**src/rtl/rspk_pkg.sv**
```systemverilog
package rspk_pkg;

    localparam int DATA_W  = 32;
    localparam int SRCID_W = 14;
    localparam int ERR_W   = 2;
    localparam int PKTID_W = 4;
    localparam int TRDID_W = 4;
    localparam int FLIT_W  = DATA_W + 1;
    localparam int HDR_W   = SRCID_W + ERR_W + PKTID_W + TRDID_W;
    localparam int PAD_W   = FLIT_W - 2 - HDR_W;

    typedef struct packed {
        logic [SRCID_W-1:0] srcid;
        logic [ERR_W-1:0]   err;
        logic [PKTID_W-1:0] pktid;
        logic [TRDID_W-1:0] trdid;
    } rsp_hdr_t;

    typedef struct packed {
        rsp_hdr_t          hdr;
        logic [DATA_W-1:0] data;
        logic              last;
    } rsp_beat_t;

    typedef enum logic [1:0] {
        ST_FILL = 2'd0,
        ST_HEAD = 2'd1,
        ST_WORD = 2'd2,
        ST_PASS = 2'd3
    } seq_state_e;

    // Compact flit when the response is one beat carrying a zero word.
    function automatic logic is_compact(rsp_beat_t b);
        return b.last && (b.data == '0);
    endfunction

    // Head flit: the top bit ends the packet only for the compact form,
    // and the bottom bit tells the receiver that data flits follow.
    function automatic logic [FLIT_W-1:0] make_head(rsp_hdr_t h, logic compact);
        return {compact, h, {PAD_W{1'b0}}, ~compact};
    endfunction

    function automatic logic [FLIT_W-1:0] make_word(logic [DATA_W-1:0] d, logic last);
        return {last, d};
    endfunction

endpackage

```
**src/rtl/rspk_hold.sv**
```systemverilog
module rspk_hold
    import rspk_pkg::*;
(
    input  logic      clk,
    input  logic      rst,
    input  logic      load,
    input  rsp_beat_t beat_in,
    output rsp_beat_t beat_q
);

    always_ff @(posedge clk) begin
        if (rst) begin
            beat_q <= '0;
        end else if (load) begin
            beat_q <= beat_in;
        end
    end

endmodule

```
**src/rtl/rspk_seq.sv**
```systemverilog
module rspk_seq
    import rspk_pkg::*;
(
    input  logic       clk,
    input  logic       rst,
    input  logic       in_valid,
    input  logic       in_last,
    input  logic       out_ready,
    input  logic       compact,
    input  logic       held_last,
    output seq_state_e state_q,
    output logic       in_ready,
    output logic       out_valid,
    output logic       load
);

    seq_state_e state_d;

    always_comb begin
        state_d   = state_q;
        in_ready  = 1'b0;
        out_valid = 1'b0;
        load      = 1'b0;
        unique case (state_q)
            ST_FILL: begin
                in_ready = 1'b1;
                if (in_valid) begin
                    load    = 1'b1;
                    state_d = ST_HEAD;
                end
            end
            ST_HEAD: begin
                out_valid = 1'b1;
                if (out_ready) begin
                    state_d = compact ? ST_FILL : ST_WORD;
                end
            end
            ST_WORD: begin
                out_valid = 1'b1;
                if (out_ready) begin
                    state_d = held_last ? ST_FILL : ST_PASS;
                end
            end
            ST_PASS: begin
                out_valid = in_valid;
                in_ready  = out_ready;
                if (in_valid && out_ready && in_last) begin
                    state_d = ST_FILL;
                end
            end
            default: state_d = ST_FILL;
        endcase
    end

    always_ff @(posedge clk) begin
        if (rst) begin
            state_q <= ST_FILL;
        end else begin
            state_q <= state_d;
        end
    end

endmodule

```
**src/rtl/rspk_fmt.sv**
```systemverilog
module rspk_fmt
    import rspk_pkg::*;
(
    input  seq_state_e        state,
    input  rsp_beat_t         held,
    input  logic              compact,
    input  logic [DATA_W-1:0] in_data,
    input  logic              in_last,
    output logic [FLIT_W-1:0] flit
);

    always_comb begin
        unique case (state)
            ST_HEAD: flit = make_head(held.hdr, compact);
            ST_WORD: flit = make_word(held.data, held.last);
            ST_PASS: flit = make_word(in_data, in_last);
            default: flit = '0;
        endcase
    end

endmodule

```
**src/rtl/rsp_flit_packer.sv**
```systemverilog
module rsp_flit_packer
    import rspk_pkg::*;
(
    input  logic               clk,
    input  logic               rst,
    input  logic               in_valid,
    output logic               in_ready,
    input  logic               in_last,
    input  logic [DATA_W-1:0]  in_data,
    input  logic [SRCID_W-1:0] in_srcid,
    input  logic [ERR_W-1:0]   in_err,
    input  logic [PKTID_W-1:0] in_pktid,
    input  logic [TRDID_W-1:0] in_trdid,
    output logic               out_valid,
    input  logic               out_ready,
    output logic [FLIT_W-1:0]  out_flit
);

    rsp_beat_t  beat_in;
    rsp_beat_t  held_q;
    logic       load;
    logic       compact;
    seq_state_e seq_state;

    always_comb begin
        beat_in.hdr.srcid = in_srcid;
        beat_in.hdr.err   = in_err;
        beat_in.hdr.pktid = in_pktid;
        beat_in.hdr.trdid = in_trdid;
        beat_in.data      = in_data;
        beat_in.last      = in_last;
    end

    assign compact = is_compact(held_q);

    rspk_hold u_hold (
        .clk     (clk),
        .rst     (rst),
        .load    (load),
        .beat_in (beat_in),
        .beat_q  (held_q)
    );

    rspk_seq u_seq (
        .clk       (clk),
        .rst       (rst),
        .in_valid  (in_valid),
        .in_last   (in_last),
        .out_ready (out_ready),
        .compact   (compact),
        .held_last (held_q.last),
        .state_q   (seq_state),
        .in_ready  (in_ready),
        .out_valid (out_valid),
        .load      (load)
    );

    rspk_fmt u_fmt (
        .state   (seq_state),
        .held    (held_q),
        .compact (compact),
        .in_data (in_data),
        .in_last (in_last),
        .flit    (out_flit)
    );

endmodule

```
**config.mk**
```make
export PLATFORM = sky130hd
export DESIGN_NAME = rsp_flit_packer
export DESIGN_NICKNAME = d
export VERILOG_FILES = /design/src/rtl/rspk_pkg.sv /design/src/rtl/rspk_hold.sv /design/src/rtl/rspk_seq.sv /design/src/rtl/rspk_fmt.sv /design/src/rtl/rsp_flit_packer.sv
export SDC_FILE = /design/constraint.sdc
export NUM_CORES = 1
export LEC_CHECK = 0
export BUFFER_PORTS_ARGS = -buffer_cell sky130_fd_sc_hd__buf_4
export CORE_ASPECT_RATIO = 0.6
export CORE_UTILIZATION = 49
export CTS_CLUSTER_DIAMETER = 150
export CTS_CLUSTER_SIZE = 40
export DETAILED_ROUTE_END_ITERATION = 10
export HOLD_SLACK_MARGIN = 0.02
export PLACE_DENSITY = 0.79
export SYNTH_ARGS = -nofsm -noshare
export SYNTH_HDL_FRONTEND = slang
export SYNTH_SLANG_ARGS = --single-unit
export TNS_END_PERCENT = 10
```
**constraint.sdc**
```tcl
create_clock -name clk -period 1.9 [get_ports clk]
set_clock_uncertainty 0.15 [all_clocks]
set_input_delay 0.19 -clock clk [delete_from_list [all_inputs] [get_ports clk]]
set_output_delay 0.19 -clock clk [all_outputs]
set_load 0.005 [all_outputs]
```
==> key figures <==
Worst setup path
  – Depth of the worst register-to-register path: 7
  – Crit Path Category: reg -> out
  – Capture point of the worst reg-to-reg path: u_seq.state_q[1]$_SDFFE_PP0P_
  – Crit end category: output pin
  – Kind of start point of the critical path: register
  – Register-to-register path setup slack: 0.03 ns
  – Worst endpoint data arrival time: roughly 1.8 ns
  – Required arrival time at the worst endpoint: 1.56 ns
  – Highest fanout seen on the critical path: 15
  – Origin of the critical flop-to-flop path: u_seq.state_q[1]$_SDFFE_PP0P_

Global route
  – Total GRT Usage: a little under two fifths
  – First-pass GRT wire length: between 15 and 20 mm
  – Largest net degree at the start of global routing: 45
  – Vias in the first global route: 3,284
  – Initial antenna violation count: 0
  – Grt ovf: 0

Hold path
  – Class of the tightest hold or removal check: in -> reg
  – Number of cells traversed by the worst hold path: 2
  – Terminating pin of the worst hold path: u_hold.beat_q[49]$_SDFFE_PP0P_
  – Source of the worst hold timing path: rst

Synthesis
  – Synth Warn #: 0
  – Count of unique library cells instantiated by Yosys: 30
  – Post-synth net total: 434
  – Post-synthesis sequential area ratio: a little over two fifths
  – Count of mapped cells out of synthesis: 369
  – Netlist area before placement: 2760 sq um
  – Number of synthesized register bits: 59
  – Leading register cell type out of synthesis: dfxtp_1
  – Share of async-settable or async-resettable flops after synthesis: 0%
  – Synthesized area per cell: 7.47 sq um
  – Number of synthesized flops with an enable pin: 0

Detailed routing
  – DRC viols: 0
  – Average wire per standard cell: 18.3 microns
  – ANT nets after route: 0
  – Routed via count: approximately 3,600
  – 1st-iter DRT viols: between 600 and 700
  – Total wire length after detailed routing: 10.8 mm
  – Total iterations of the first detailed-routing run: 9
  – Ratio of routed vias to standard cells: a little over 6

CTS
  – Maximum level of the CTS H-tree: 3
  – Clock tree from TritonCTS: yes
  – Sinks on the clock net: 59
  – Clock buffers created by TritonCTS: 9
  – Post-CTS setup repair buffer count: 0
  – Clock Tree Root: clkbuf_8
  – Clock Latency Late Sink: ~0.34 ns
  – CTS clk-pin slew, worst paths: 0.07 ns
  – Max Root-Sink Buffers: 2

Flow run
  – # Max-Cap Violations: 0

Placed design
  – IO Port Bufs: between 90 and 100
  – Gpl congestion: just over 0.8
  – Number of placed instances, taps included: 514
  – Place WS: -0.0539 ns
  – Detailed-placement wirelength estimate: between 5 and 6 mm

Floorplan
  – Core area: approximately 5200 sq um
  – Die Y: between 60 and 70 microns
  – Number of rows created at floorplan: 20
  – Starting utilization of the core area: 52.7%
  – Width of the die: 98.8 microns
  – Die Footprint: 5940 sq um
  – I/O pins: 96

STA
  – Min setup slack post-route: -0.258 ns
  – RSZ-0062 raised after global routing: true
  – Measured slew at the worst slew-check pin: 0.490 ns
  – Final period util: 114%
  – Final max-slew violation count: 0
  – Setup Viol. Count Final: 26
  – Minimum clock period after layout: approximately 2.2 ns
  – Max-slew headroom at the worst pin: 67.3%
  – Final hold violation count: 0
  – Max frequency: 463 MHz
  – Post-route setup TNS: -3.79 ns

Finish
  – Commonest cells after routing, fill and taps aside: nand2_1, buf_4, a21oi_1
  – Area growth syn-to-layout: 67.3%
  – Number of diodes added for antenna fixing: 0
  – Number of non-filler instances in the completed layout: between 500 and 600
  – Most frequent standard cell in the layout excluding fill and tap cells: nand2_1
  – Number of nets in the final layout: 583
  – Share of final-layout standard cells stronger than drive strength 1: 30.1%

Pwr
  – PD cells: 854 nW/um^2
  – VDD IR-drop max: roughly 0.00056 V
  – LEAKAGE: 1.86 nW

Status
  – Outcome: complete, but fails checks
  – Failing checks: setup timing
[routing by layer]
layer | GRT usage (%) | up-vias | wire [microns] | share of wire, %
met5 | 0 | - | 0 | 0
met4 | 13.0 | 0 | 372 | 3.5
met3 | 10.3 | 44 | 1140 | 11
met2 | 63.0 | 275 | 5010 | 47
met1 | 46.0 | 1642 | 4240 | 39
li1 | - | 1600 | - | -
[cell families (layout without fill, tap and decap cells)]
family	count (synthesis)	in the layout	share of synthesized area (%)
AOI/OAI and AO/OA	101	101	24.3
adders and majority gates	4	4	1.82
buffers and inverters	36	188	5.22
and+or+nand+nor	169	169	25.8
DFF	59	59	42.9
[flip-flops by register name, summed over array words and instances (netlist names)]
register and count:
u_hold.beat_q 57, u_seq.state_q 2
[worst max-delay path by stage]
| stage | from | to | slack (ns) |
|---|---|---|---|
| after floorplan | u_seq.state_q[1]$_SDFFE_PP0P_ | out_flit[13] | 0.27 |
| after global placement | u_hold.beat_q[15]$_SDFFE_PP0P_ | out_flit[32] | -0.003 |
| after detailed placement | u_hold.beat_q[15]$_SDFFE_PP0P_ | out_flit[32] | -0.05 |
| after CTS | u_hold.beat_q[1]$_SDFFE_PP0P_ | out_flit[32] | -0.22 |
| after global routing | u_hold.beat_q[0]$_SDFFE_PP0P_ | out_flit[32] | -0.29 |
| final | u_seq.state_q[1]$_SDFFE_PP0P_ | out_flit[18] | -0.26 |
[per-stage QoR]
stage               power [mW]  cell area, sq um  hold WS, ns  util, %
floorplan                 2.03              2760        0.176        -
global placement          2.44              3600        0.289     68.9
detailed placement        2.46              3600        0.297     68.9
CTS                       3.82              4570        0.149     87.4
global route              4.09              4610        0.158     88.2
finish                    3.94              4610        0.159     88.2
[power breakdown]
part           switching [mW]  total, mW  internal [mW]
clock                   0.485       1.18          0.696
combinational           0.653       1.25          0.597
sequential              0.131       1.51           1.38
[cells in the mapped netlist, types with 2 or more instances]
| master | number | area share, % |
|---|---|---|
| a21oi_1 | 60 | 11 |
| a222oi_1 | 24 | 8.7 |
| a22oi_1 | 9 | 2.5 |
| buf_1 | 7 | 0.95 |
| buf_2 | 7 | 1.3 |
| clkbuf_1 | 20 | 2.7 |
| dfxtp_1 | 59 | 43 |
| ha_1 | 4 | 1.8 |
| inv_1 | 2 | 0.27 |
| nand2_1 | 115 | 16 |
| nand2b_1 | 2 | 0.45 |
| nand4_1 | 2 | 0.45 |
| nor2_1 | 34 | 4.6 |
| nor3_1 | 2 | 0.36 |
| nor4_1 | 4 | 0.91 |
| o21bai_1 | 2 | 0.54 |
| o22ai_1 | 2 | 0.45 |
| or3_1 | 2 | 0.45 |
[layout make-up]
cell class                 instances  area (sq um)
sequential                        59          1200
timing repair buffer             172          1560
tap                               66          82.6
multi-input combinational        274          1560
fill                             251           619
inverter                           2          12.5
clock inverter                     2          35.0
clock buffer                      12           165
[worst max-delay path, stage by stage (launching register included)]
cell,delay (ns)
dfxtp_4,0.38
ha_4,0.19
buf_12,0.15
a222oi_1,0.50
nor2_1,0.09
buf_4,0.15
[timing repair]
action                     4_1_cts  5_1_grt
hold buffers                    57        0
setup endpoints to repair       35       37
gates resized for setup         27       13
hold endpoints to repair        57        0
gates cloned                     3        0
pin swaps                       21        6
(Power assumes the default switching activity.)
